[src/rtl/wbat_pkg.sv]
package wbat_pkg;
  localparam int unsigned BP_AW    = 32;
  localparam int unsigned HOST_OW  = 12;
  localparam int unsigned CFG_AW   = 8;
  localparam int unsigned CFG_DW   = 8;
  localparam int unsigned HALF_W   = 16;
  localparam int unsigned WORD_W   = 2 * HALF_W;
  localparam int unsigned SEG_BIT  = HOST_OW - 1;
  localparam int unsigned WIN_W    = BP_AW - HOST_OW;
  localparam int unsigned WIN0_W   = WIN_W - 2 * CFG_DW;
  localparam int unsigned LOW_OW   = HOST_OW - 1;

  localparam logic [CFG_AW-1:0] CFG_WIN_LO  = 8'h2E;
  localparam logic [CFG_AW-1:0] CFG_WIN_MID = 8'h30;
  localparam logic [CFG_AW-1:0] CFG_WIN_HI  = 8'h32;
  localparam logic [CFG_AW-1:0] CFG_SEGSEL  = 8'h34;

  typedef enum logic [2:0] {
    ST_IDLE, ST_SWITCH, ST_LO, ST_WAIT_LO, ST_HI, ST_WAIT_HI, ST_RESP
  } xfer_state_e;

  typedef struct packed {
    logic              write;
    logic [1:0]        size;
    logic [HOST_OW-1:0] off;
    logic [WORD_W-1:0] wdata;
  } host_req_t;
endpackage

[src/rtl/wbat_cfg_regs.sv]
module wbat_cfg_regs
  import wbat_pkg::*;
(
  input  logic              clk,
  input  logic              rst_n,
  input  logic              resume,
  input  logic              cfg_we,
  input  logic [CFG_AW-1:0] cfg_addr,
  input  logic [CFG_DW-1:0] cfg_wdata,
  output logic [CFG_DW-1:0] cfg_rdata,
  input  logic              eng_seg_we,
  input  logic              eng_seg_val,
  output logic [WIN_W-1:0]  window,
  output logic              seg,
  output logic              win_set
);
  logic [WIN0_W-1:0] win_lo_q;
  logic [CFG_DW-1:0] win_mid_q;
  logic [CFG_DW-1:0] win_hi_q;
  logic              seg_q;
  logic              set_q;

  always_ff @(posedge clk or negedge rst_n) begin
    if (!rst_n) begin
      win_lo_q  <= '0;
      win_mid_q <= '0;
      win_hi_q  <= '0;
      set_q     <= 1'b0;
    end else if (cfg_we) begin
      unique case (cfg_addr)
        CFG_WIN_LO:  begin win_lo_q  <= cfg_wdata[WIN0_W-1:0]; set_q <= 1'b1; end
        CFG_WIN_MID: begin win_mid_q <= cfg_wdata;             set_q <= 1'b1; end
        CFG_WIN_HI:  begin win_hi_q  <= cfg_wdata;             set_q <= 1'b1; end
        default: ;
      endcase
    end
  end

  // Segment: resume first, then the configuration port, then the engine.
  always_ff @(posedge clk or negedge rst_n) begin
    if (!rst_n)                                   seg_q <= 1'b0;
    else if (resume)                              seg_q <= 1'b0;
    else if (cfg_we && cfg_addr == CFG_SEGSEL)    seg_q <= cfg_wdata[0];
    else if (eng_seg_we)                          seg_q <= eng_seg_val;
  end

  always_comb begin
    unique case (cfg_addr)
      CFG_WIN_LO:  cfg_rdata = {{(CFG_DW-WIN0_W){1'b0}}, win_lo_q};
      CFG_WIN_MID: cfg_rdata = win_mid_q;
      CFG_WIN_HI:  cfg_rdata = win_hi_q;
      CFG_SEGSEL:  cfg_rdata = {{(CFG_DW-1){1'b0}}, seg_q};
      default:     cfg_rdata = '0;
    endcase
  end

  assign window  = {win_hi_q, win_mid_q, win_lo_q};
  assign seg     = seg_q;
  assign win_set = set_q;
endmodule

[src/rtl/wbat_addr_gen.sv]
module wbat_addr_gen
  import wbat_pkg::*;
(
  input  logic [WIN_W-1:0]  window,
  input  logic              seg,
  input  logic [LOW_OW-1:0] off_low,
  input  logic              hi_sel,
  output logic [BP_AW-1:0]  addr
);
  localparam logic [BP_AW-1:0] HALF_STEP = BP_AW'(HALF_W / 8);
  logic [BP_AW-1:0] base;

  assign base = {window, seg, off_low};
  assign addr = hi_sel ? base + HALF_STEP : base;
endmodule

[src/rtl/wbat_xfer_fsm.sv]
module wbat_xfer_fsm
  import wbat_pkg::*;
(
  input  logic               clk,
  input  logic               rst_n,
  input  logic               req_valid,
  output logic               req_ready,
  input  host_req_t          req_in,
  output logic               rsp_valid,
  input  logic               rsp_ready,
  output logic [WORD_W-1:0]  rsp_rdata,
  output logic               bp_valid,
  input  logic               bp_ready,
  output logic               bp_write,
  output logic               bp_half,
  output logic [HALF_W-1:0]  bp_wdata,
  input  logic               bp_rvalid,
  input  logic [HALF_W-1:0]  bp_rdata,
  input  logic               seg,
  input  logic               win_set,
  output logic               eng_seg_we,
  output logic               eng_seg_val,
  output logic [LOW_OW-1:0]  off_low,
  output logic               hi_sel
);
  xfer_state_e state_q;
  host_req_t   req_q;
  logic [HALF_W-1:0] lo_q, hi_q;
  logic need_seg, is_word;

  assign need_seg = req_q.off[SEG_BIT];
  assign is_word  = req_q.size[1];

  always_ff @(posedge clk or negedge rst_n) begin
    if (!rst_n) begin
      state_q <= ST_IDLE;
      req_q   <= '0;
      lo_q    <= '0;
      hi_q    <= '0;
    end else begin
      unique case (state_q)
        ST_IDLE: if (req_valid) begin
          req_q <= req_in;
          if (!win_set) begin
            lo_q    <= '1;
            hi_q    <= '1;
            state_q <= req_in.write ? ST_IDLE : ST_RESP;
          end else if (req_in.off[SEG_BIT] != seg) begin
            state_q <= ST_SWITCH;
          end else begin
            state_q <= ST_LO;
          end
        end
        ST_SWITCH: if (seg == need_seg) state_q <= ST_LO;
        ST_LO: if (bp_ready) begin
          if (!req_q.write)  state_q <= ST_WAIT_LO;
          else if (is_word)  state_q <= ST_HI;
          else               state_q <= ST_IDLE;
        end
        ST_WAIT_LO: if (bp_rvalid) begin
          lo_q    <= bp_rdata;
          state_q <= is_word ? ST_HI : ST_RESP;
        end
        ST_HI: if (bp_ready) state_q <= req_q.write ? ST_IDLE : ST_WAIT_HI;
        ST_WAIT_HI: if (bp_rvalid) begin
          hi_q    <= bp_rdata;
          state_q <= ST_RESP;
        end
        ST_RESP: if (rsp_ready) state_q <= ST_IDLE;
        default: state_q <= ST_IDLE;
      endcase
    end
  end

  assign req_ready   = (state_q == ST_IDLE);
  assign eng_seg_we  = (state_q == ST_SWITCH) && (seg != need_seg);
  assign eng_seg_val = need_seg;
  assign off_low     = req_q.off[LOW_OW-1:0];
  assign hi_sel      = (state_q == ST_HI);

  assign bp_valid = (state_q == ST_LO) || (state_q == ST_HI);
  assign bp_write = req_q.write;
  assign bp_half  = (req_q.size != 2'd0);

  always_comb begin
    if (hi_sel)              bp_wdata = req_q.wdata[WORD_W-1:HALF_W];
    else if (bp_half)        bp_wdata = req_q.wdata[HALF_W-1:0];
    else                     bp_wdata = {{(HALF_W-8){1'b0}}, req_q.wdata[7:0]};
  end

  assign rsp_valid = (state_q == ST_RESP);
  always_comb begin
    unique case (req_q.size)
      2'd0:    rsp_rdata = {{(WORD_W-8){1'b0}}, lo_q[7:0]};
      2'd1:    rsp_rdata = {{(WORD_W-HALF_W){1'b0}}, lo_q};
      default: rsp_rdata = {hi_q, lo_q};
    endcase
  end
endmodule

[src/rtl/wbat_top.sv]
module wbat_top
  import wbat_pkg::*;
(
  input  logic                clk,
  input  logic                rst_n,
  input  logic                resume,
  input  logic                cfg_we,
  input  logic [CFG_AW-1:0]   cfg_addr,
  input  logic [CFG_DW-1:0]   cfg_wdata,
  output logic [CFG_DW-1:0]   cfg_rdata,
  input  logic                req_valid,
  output logic                req_ready,
  input  logic                req_write,
  input  logic [1:0]          req_size,
  input  logic [HOST_OW-1:0]  req_off,
  input  logic [WORD_W-1:0]   req_wdata,
  output logic                rsp_valid,
  input  logic                rsp_ready,
  output logic [WORD_W-1:0]   rsp_rdata,
  output logic                bp_valid,
  input  logic                bp_ready,
  output logic                bp_write,
  output logic                bp_half,
  output logic [BP_AW-1:0]    bp_addr,
  output logic [HALF_W-1:0]   bp_wdata,
  input  logic                bp_rvalid,
  input  logic [HALF_W-1:0]   bp_rdata
);
  logic [WIN_W-1:0]  window_w;
  logic              seg_q;
  logic              win_set_w;
  logic              eng_seg_we, eng_seg_val;
  logic [LOW_OW-1:0] off_low;
  logic              hi_sel;
  host_req_t         req_in;

  assign req_in = '{write: req_write, size: req_size, off: req_off, wdata: req_wdata};

  wbat_cfg_regs u_regs (
    .clk, .rst_n, .resume,
    .cfg_we, .cfg_addr, .cfg_wdata, .cfg_rdata,
    .eng_seg_we, .eng_seg_val,
    .window(window_w), .seg(seg_q), .win_set(win_set_w)
  );

  wbat_xfer_fsm u_fsm (
    .clk, .rst_n,
    .req_valid, .req_ready, .req_in,
    .rsp_valid, .rsp_ready, .rsp_rdata,
    .bp_valid, .bp_ready, .bp_write, .bp_half, .bp_wdata,
    .bp_rvalid, .bp_rdata,
    .seg(seg_q), .win_set(win_set_w),
    .eng_seg_we, .eng_seg_val, .off_low, .hi_sel
  );

  wbat_addr_gen u_addr (
    .window(window_w), .seg(seg_q), .off_low, .hi_sel, .addr(bp_addr)
  );
endmodule

[config.mk]
export PLATFORM = sky130hd
export DESIGN_NAME = wbat_top
export DESIGN_NICKNAME = d
export VERILOG_FILES = /design/src/rtl/wbat_pkg.sv /design/src/rtl/wbat_cfg_regs.sv /design/src/rtl/wbat_addr_gen.sv /design/src/rtl/wbat_xfer_fsm.sv /design/src/rtl/wbat_top.sv
export SDC_FILE = /design/constraint.sdc
export NUM_CORES = 1
export LEC_CHECK = 0
export CORE_MARGIN = 2
export CORE_UTILIZATION = 46
export DETAILED_ROUTE_END_ITERATION = 10
export PLACE_DENSITY_LB_ADDON = 0.08
export SYNTH_ARGS = -nofsm -noshare
export SYNTH_HDL_FRONTEND = slang
export SYNTH_SLANG_ARGS = --single-unit
[constraint.sdc]
create_clock -name clk -period 2.7 [get_ports clk]
set_input_delay 0.405 -clock clk [delete_from_list [all_inputs] [get_ports clk]]
set_output_delay 0.405 -clock clk [all_outputs]
set_load 0.005 [all_outputs]
==> flow_summary.toml, run 1 <==
[global_route]
grtUsageTotal_pct = 22.6
grt_max_degree = 58
grt_pass1_vias = 4619
antenna_found_initial = 0
overflow = 0
grt_pass1_wl_um = 22800

[drt]
wl_per_cell_um = 16.6
drc = 0
drt_iter0_markers = 240
dr.pass1.iters = 4
drt_wl_total_um = 14000
ant_nets = 0
vias = 4539
avgViaCountPerCell = 5.39

[yosys]
yosysWarnings = 0
yosysUniqueCellTypes = 48
syn_area_um2 = 5400
syn_nets = 586
yosys-top-cells-area = "dfrtp_1, mux2_2, xnor2_1"
synth-seq-cells = 104
ys_seq_area_share_pct = 48.2
synth_top_area_cell = "dfrtp_1"
synth_top_area_share_pct = 48.2
syn-instance-count = 498
synth_area_per_cell_um2 = 10.8

[worst_setup_path]
r2r_start = "u_fsm.state_q[2]"
rrSetupSlack_ps = 780
r2r_cells = 4
critPathArrivalTime_ps = 2210
crit_path_end_kind = "output pin"
crit_type = "reg2out"
cp_max_fo = 6
worst_setup_path_start_kind = "flip-flop"
worstReg2RegEnd = "u_fsm.req_q[11]"
crit_required_ps = 2300

[clock_tree]
cts-htree-levels = 3
clk_path_buf_depth = 2
cts_buffers = 9
cts_tree = "yes"
path_clk_slew_ps = 60
clock_latency_ps = 350
clock-root-buffer = "clkbuf_16"
clock-sinks = 104

[power]
power.total_w = 0.00720
cellPowerDensity_nw_per_um2 = 922
p_leak_nw = 3.49
peakVddDrop_v = 0.000531

[min_path]
hold_class = "in2async"

[floorplan]
core_um2 = 11400
io_pins = 180
die-height_um = 112
die_area_um2 = 12600
start_util_pct = 47.3
die_w_um = 112
std_cell_rows = 39

[layout]
nNetsFinal = 783
areaGrowthSynthToFinish_pct = 44.6
fin_cells = 842
layout-drive-gt1-share_pct = 23.0
diodes = 0

[placement]
place_hpwl_um = 10100
place_inst = 812
gp_congestion = 0.852
dp_worst_setup_slack_ps = -258
port_buffers = 179

[sta]
fmax_mhz = 383
timing.final.crit_share_pct = 96.7
worst_slew_margin_rel_pct = 51.1
period_minus_slack_ps = 2610
setup_ws_ps = 89.3
clock_skew_ps = 5.25
worstMarginPinSlew_ps = 733
setup_violations = 0
hold-worst-slack_ps = 100
hold_viol_final = 0
slew_violations = 0
fin_tns_setup_ps = 0

[outcome]
status = "finished clean"

[job]
max-cap-violations = 0
[flip-flops by register name, indices dropped and copies added (netlist names)]
register / count
u_fsm.lo_q: 16
u_fsm.bp_write: 1
u_fsm.eng_seg_val: 1
u_fsm.off_low: 11
u_regs.win_lo_q: 4
u_regs.win_set: 1
u_fsm.req_q: 33
u_fsm.hi_q: 16
u_regs.seg: 1
u_regs.win_mid_q: 8
u_fsm.is_word: 1
u_fsm.state_q: 3
u_regs.win_hi_q: 8
[final cells by class]
| class | instances | area [µm²] |
|---|---|---|
| fillers | 920 | 3610 |
| multi-input cells | 340 | 2610 |
| flip-flops and latches | 104 | 2600 |
| repair buffers | 220 | 2070 |
| clock buffers | 9 | 225 |
| well taps | 143 | 179 |
| inverters | 20 | 75.1 |
| clock inverters | 6 | 43.8 |
[cells by family (layout without fill, tap and decap cells)]
kind of cell             count (synthesis)  after routing  share of synthesized area [%]
XOR/XNOR                                32             32                           5.19
multiplexers                            82             82                           17.0
buffers and inverters                   54            255                           4.52
adder cells (fa/ha/maj)                  1              1                          0.232
flip-flops                             104            104                           48.2
AO/OA/AOI/OAI                           58             58                           7.41
AND/OR/NAND/NOR                        167            167                           17.4
[what timing repair did]
item                                    in CTS  in global routing
buffers inserted                            12                  2
hold buffers                                 0                  0
endpoints found under the setup margin      45                 24
pin swaps                                   11                  9
resized for setup                           61                 15
gates cloned                                 1                  0
[worst max-delay path: stages (launching register included)]
cell,delay (ps)
dfrtp_1,380
or3b_4,420
buf_6,140
nor2_1,100
buf_4,160
buf_4,120
buf_4,110
nand4_1,110
xnor2_1,190
buf_2,130
[cells in the mapped netlist, drive strengths merged]
cell type	instances
o311ai	2
a211o	1
mux2	80
ha	1
a21oi	22
nor4b	4
xnor2	26
nand3b	1
clkbuf	18
nand3	18
a22o	4
o22a	16
nand4b	4
and3	7
buf	16
or4b	1
and3b	1
or3b	2
o21ai	3
inv	19
and2	17
nor2b	1
nor3	20
a31oi	1
a311oi	1
nand2b	6
clkinv	1
nor3b	3
nor4bb	1
nor2	23
nand2	36
o22ai	2
nand4	13
and4	4
dfrtp	104
a2bb2oi	1
a22oi	5
or3	2
nor4	3
xor2	6
mux2i	2
[where the power goes]
| part | internal, W | switching [W] | total, W |
|---|---|---|---|
| combinational | 0.00209 | 0.00130 | 0.00339 |
| clock | 0.000626 | 0.000597 | 0.00122 |
| sequential | 0.00220 | 0.000385 | 0.00259 |
[per-stage QoR]
stage | area (µm²) | util (%)
4_1_cts | 7780 | 68.1
3_5_place_dp | 7430 | 65.1
2_1_floorplan | 5400 | -
5_1_grt | 7810 | 68.4
3_3_place_gp | 7430 | 65.1
6_report | 7810 | 68.4
[worst max path at each step]
stage,startpoint,end,slack [ps],depth (start not counted)
finish,u_fsm.state_q[0],bp_addr[28],90,9
CTS,u_fsm.state_q[1],bp_addr[26],0.1,8
global route,u_fsm.state_q[0],bp_addr[28],-3,9
detailed placement,cfg_addr[0],cfg_rdata[0],-260,7
floorplan,u_fsm.state_q[2],bp_addr[2],580,6
global placement,cfg_addr[0],cfg_rdata[3],-230,7
[per-layer routing]
layer  vias up  track usage (%)  share of wire (%)
met5         -                0                  0
met4         0             10.2                3.0
met3        25             4.97                7.0
met2       185             38.0                 49
met1      2168             28.0                 41
li1       2161                -                  -
[placed cells by master (no fill, tap or decap), types with 7 or more instances in the layout]
cell type / count
a21oi_1: 22
and2_1: 17
and3_1: 7
buf_4: 35
clkbuf_16: 9
clkdlybuf4s50_1: 139
dfrtp_1: 103
dlygate4sd2_1: 27
inv_1: 19
mux2_2: 80
nand2_1: 35
nand3_1: 18
nand4_1: 13
nor2_1: 21
nor3_1: 19
o22a_1: 16
xnor2_1: 24
Power figures use the tool's default switching activity.
==> run 2, diff against run 1 <==
--- a/config.mk
+++ b/config.mk
@@ -9,6 +9,7 @@
 export CORE_UTILIZATION = 46
 export DETAILED_ROUTE_END_ITERATION = 10
 export PLACE_DENSITY_LB_ADDON = 0.08
+export REMOVE_ABC_BUFFERS = 1
 export SYNTH_ARGS = -nofsm -noshare
 export SYNTH_HDL_FRONTEND = slang
 export SYNTH_SLANG_ARGS = --single-unit
==> run 2 against run 1 <==
  * Sequential share of layout area shrank 0.10 points
  * Register-to-register slack lost 120 ps
  * Clock-buffer cell count is the same
  * Final cell count grew 0.12%
  * Maximum frequency grew 0.43%
  * Die area is the same
  * Power grew 0.62%
  * Critical path type unchanged
  * Sequential cell count is the same
==> flow_summary.toml, run 2 (synthesis results as in run 1) <==
[outcome]
status = "finished clean"

[layout]
layout-drive-gt1-share_pct = 22.7
largest_reg_flops = 33
final_cell_mix = "clkdlybuf4s50_1, dfrtp_1, mux2_2, buf_4, nand2_1"
layout_commonest_cell = "clkdlybuf4s50_1"
regMostFlops = "u_fsm.req_q"
reg_top3 = "u_fsm.req_q (33), u_fsm.hi_q (16), u_fsm.lo_q (16)"
areaGrowthSynthToFinish_pct = 45.1
nNetsFinal = 783
utilization_pct = 68.6
diodes = 0

[floorplan]
io_pins = 180
die-height_um = 112
die_area_um2 = 12600
die_w_um = 112
core_um2 = 11400
std_cell_rows = 39
start_util_pct = 47.3

[worst_setup_path]
crit_type = "reg2out"
crit_required_ps = 2300
cp_slowest_cell = "or3b_4"
slowest_delay_ps = 430
crit_chain = "or3b_4 -> buf_8 -> nor2_4 -> buf_6 -> buf_4 -> nand4_1 -> xnor2_1 -> dlygate4sd2_1"
worst_setup_path_start_kind = "flip-flop"
critPathArrivalTime_ps = 2190
r2r_cells = 4
rrSetupSlack_ps = 660
worstReg2RegEnd = "u_fsm.lo_q[11]"
cp_max_fo = 6
r2r_start = "u_fsm.state_q[0]"
crit_path_end_kind = "output pin"

[sta]
worstMarginPinSlew_ps = 1280
rsz0062_at_grt = "false"
hold_viol_final = 0
setup_violations = 0
fmax_mhz = 385
period_minus_slack_ps = 2600
worst_slew_margin_rel_pct = 14.4
setup_ws_ps = 101
fin_tns_setup_ps = 0
timing.final.crit_share_pct = 96.3
clock_skew_ps = 6.02
slew_violations = 0

[power]
p_sw_share_pct = 31.8
p_comb_share_pct = 47.3
power.total_w = 0.00725
internal_power_w = 0.00494
switchingPower_w = 0.00231
peakVddDrop_v = 0.000568
seqPwrFrac_pct = 35.7
p_leak_nw = 3.54
cellPowerDensity_nw_per_um2 = 925
pwr-share-clk_pct = 17.0

[global_route]
antenna_found_initial = 0
grtUsageTotal_pct = 22.3
grt_pass1_vias = 4495
grt_pass1_wl_um = 22800
grt_max_degree = 58
overflow = 0

[placement]
place_hpwl_um = 10300
dp_worst_setup_slack_ps = -267
port_buffers = 179
gp_congestion = 0.810

[min_path]
hold_class = "in2async"

[drt]
dr.pass1.iters = 4
wl_per_cell_um = 16.9
vias = 4512
ant_nets = 0
drt_iter0_markers = 228
drc = 0
drt_wl_total_um = 14200
avgViaCountPerCell = 5.35

[clock_tree]
cts-htree-levels = 3
path_clk_slew_ps = 70
cts_buffers = 9
clk_path_buf_depth = 2
clock_latency_ps = 340
clock-root-buffer = "clkbuf_16"
clock-sinks = 104
holdBufCountCts = 0
cts_tree = "yes"

[job]
max-cap-violations = 0
run 2: how the worst max path moves through the flow:
stage	startpoint	end	slack [ps]	cells after the start
floorplan	u_fsm.state_q[2]	u_fsm.lo_q[0]	-5560	4
global placement	cfg_addr[0]	cfg_rdata[0]	-250	7
detailed placement	cfg_addr[0]	cfg_rdata[3]	-270	7
CTS	cfg_addr[0]	cfg_rdata[4]	-240	6
global route	u_fsm.state_q[1]	bp_addr[4]	0.9	6
finish	u_fsm.state_q[1]	bp_addr[25]	100	8
run 2: layout make-up:
class	instances	area (µm²)
Inverter	20	75.1
Clock buffer	9	225
Multi-Input combinational cell	340	2590
Sequential cell	104	2600
Timing Repair Buffer	220	2100
Tap cell	143	179
Fill cell	898	3580
Clock inverter	7	55.1
run 2: repair_timing:
| action | in CTS | in global routing |
|---|---|---|
| pin swaps | 8 | 10 |
| setup buffers | 7 | 7 |
| setup endpoints to repair | 35 | 31 |
| resized for setup | 41 | 28 |
| gates cloned | 1 | 0 |
run 2: layer usage:
metal,up-vias,routed length [µm],GRT usage (%)
li1,2160,-,-
met1,2198,6000,28.2
met2,132,7200,38.6
met3,22,759,4.32
met4,0,287,7.64
met5,-,0,0
run 2: critical path: cells and delay by family (launching register included):
| kind | cells | cell delay, ps |
|---|---|---|
| xor+xnor | 1 | 140 |
| buf+inv | 4 | 680 |
| flops | 1 | 380 |
| simple gates | 3 | 650 |
run 2: power by group through the flow:
stage / combinational, W / sequential (W) / clock (W)
global placement: 0.00339 / 0.00257 / 0
CTS: 0.00346 / 0.00259 / 0.00126
global route: 0.00372 / 0.00266 / 0.00132
detailed placement: 0.00346 / 0.00262 / 0
floorplan: 0.00158 / 0.00260 / 0
finish: 0.00343 / 0.00259 / 0.00123
run 2: through the flow:
step	hold slack, ps	std cells	instance area (µm²)
global placement	436	812	7430
detailed placement	440	812	7430
CTS	64.9	836	7760
global route	90.2	843	7840
floorplan	109	464	5230
finish	45.6	843	7840
==> run 3, diff against run 2 <==
--- a/config.mk
+++ b/config.mk
@@ -8,6 +8,7 @@
 export CORE_MARGIN = 2
 export CORE_UTILIZATION = 46
 export DETAILED_ROUTE_END_ITERATION = 10
+export MAX_ROUTING_LAYER = met4
 export PLACE_DENSITY_LB_ADDON = 0.08
 export REMOVE_ABC_BUFFERS = 1
 export SYNTH_ARGS = -nofsm -noshare
==> run 3 against run 2 <==
  * Clock power about the same
  * Combinational power about the same
  * Sequential share of layout area stayed put
  * Maximum frequency about the same
  * Worst setup slack improved by 0.97 ps
  * Critical path type unchanged
  * Largest power group unchanged
==> flow_summary.toml, run 3 (synthesis results as in run 1) <==
[sta]
slew_violations = 0
worst_slew_margin_rel_pct = 15.1
timing.final.crit_share_pct = 96.2
period_minus_slack_ps = 2600
clock_skew_ps = 4.70
setup_violations = 0
worstMarginPinSlew_ps = 1270
fmax_mhz = 385
rsz0062_at_grt = "false"
hold_viol_final = 0
setup_ws_ps = 101
fin_tns_setup_ps = 0

[drt]
drc = 0
vias = 4513
ant_nets = 0
avgViaCountPerCell = 5.35
dr.pass1.iters = 4
wl_per_cell_um = 16.9
drt_iter0_markers = 227
drt_wl_total_um = 14300

[clock_tree]
path_clk_slew_ps = 70
clock-root-buffer = "clkbuf_16"
cts-htree-levels = 3
cts_buffers = 9
clk_path_buf_depth = 2
cts_tree = "yes"
clock_latency_ps = 340
holdBufCountCts = 0
clock-sinks = 104

[global_route]
grt_max_degree = 58
overflow = 0
grt_pass1_wl_um = 22800
grtUsageTotal_pct = 23.1
grt_pass1_vias = 4490
antenna_found_initial = 0

[layout]
reg_top3 = "u_fsm.req_q (33), u_fsm.hi_q (16), u_fsm.lo_q (16)"
utilization_pct = 68.6
diodes = 0
nNetsFinal = 783
layout_commonest_cell = "clkdlybuf4s50_1"
areaGrowthSynthToFinish_pct = 45.1
regMostFlops = "u_fsm.req_q"
layout-drive-gt1-share_pct = 22.7
multi_input_area_um2 = 2590
fillers = 898
largest_reg_flops = 33
postLayoutCellArea_um2 = 7840
final_cell_mix = "clkdlybuf4s50_1, dfrtp_1, mux2_2, buf_4, nand2_1"
seqCellArea_um2 = 2600

[worst_setup_path]
worst_setup_path_start_kind = "flip-flop"
crit_type = "reg2out"
critPathTopFamily = "buffers and inverters"
crit_required_ps = 2300
crit_chain = "or3b_4 -> buf_8 -> nor2_4 -> buf_6 -> buf_4 -> nand4_1 -> xnor2_1 -> dlygate4sd2_1"
r2r_start = "u_fsm.state_q[0]"
critPathBufInv = 4
crit_path_end_kind = "output pin"
cp_max_fo = 6
critPathArrivalTime_ps = 2190
rrSetupSlack_ps = 660
worstReg2RegEnd = "u_fsm.lo_q[11]"
slowest_delay_ps = 430
r2r_cells = 4
cp_slowest_cell = "or3b_4"

[power]
power.total_w = 0.00725
peakVddDrop_v = 0.000569
p_leak_nw = 3.54
cellPowerDensity_nw_per_um2 = 926

[placement]
port_buffers = 179
place_hpwl_um = 10300
gp_congestion = 0.822
post_dp_cell_area_um2 = 7430
dp_worst_setup_slack_ps = -267

[floorplan]
die_area_um2 = 12600
die_w_um = 112
die-height_um = 112
start_util_pct = 47.3
io_pins = 180
std_cell_rows = 39
core_um2 = 11400

[job]
max-cap-violations = 0

[min_path]
hold_class = "in2async"

[outcome]
status = "finished clean"
-- run 3: cell counts in the layout (fill, tap and decap cells not counted) --
No cell type changed its count.
-- run 3: final cells by class --
type | count | area share [%]
multi-input combinational | 340 | 33.1
sequential | 104 | 33.2
tap | 143 | 2.28
timing repair buffer | 220 | 26.9
clock inverter | 7 | 0.703
inverter | 20 | 0.958
clock buffer | 9 | 2.87
-- run 3: worst max-delay path by stage --
| stage | cells after the start | start | end | slack [ps] |
|---|---|---|---|---|
| 2_1_floorplan | 4 | u_fsm.state_q[2] | u_fsm.lo_q[0] | -5560 |
| 3_3_place_gp | 7 | cfg_addr[0] | cfg_rdata[0] | -250 |
| 3_5_place_dp | 7 | cfg_addr[0] | cfg_rdata[3] | -270 |
| 4_1_cts | 6 | cfg_addr[0] | cfg_rdata[4] | -240 |
| 5_1_grt | 6 | u_fsm.state_q[1] | bp_addr[4] | 0.9 |
| 6_report | 8 | u_fsm.state_q[1] | bp_addr[25] | 100 |
-- run 3: what timing repair did --
item                       in CTS  in global routing
gates resized for setup        41                 28
pin swaps                       8                 10
gates cloned                    1                  0
setup endpoints to repair      35                 32
setup buffers                   7                  7
-- run 3: metrics by stage --
stage	hold WS [ps]	std cells
after detailed placement	440	812
after floorplan	109	464
final	49.1	843
after global placement	436	812
after global routing	90.2	843
after CTS	64.9	836
-- run 3: report_power, final --
| part | internal [W] | switching [W] | total [W] |
|---|---|---|---|
| Sequential | 0.00220 | 0.000389 | 0.00259 |
| Combinational | 0.00210 | 0.00132 | 0.00343 |
| Clock | 0.000635 | 0.000601 | 0.00124 |
| Total | 0.00494 | 0.00231 | 0.00725 |
-- run 3: routing by layer --
metal | vias up | track usage (%) | wire length, µm
li1 | 2172 | - | -
met1 | 2182 | 28.9 | 6120
met2 | 137 | 38.5 | 7150
met3 | 22 | 3.67 | 725
met4 | 0 | 7.64 | 282
met5 | - | - | 0
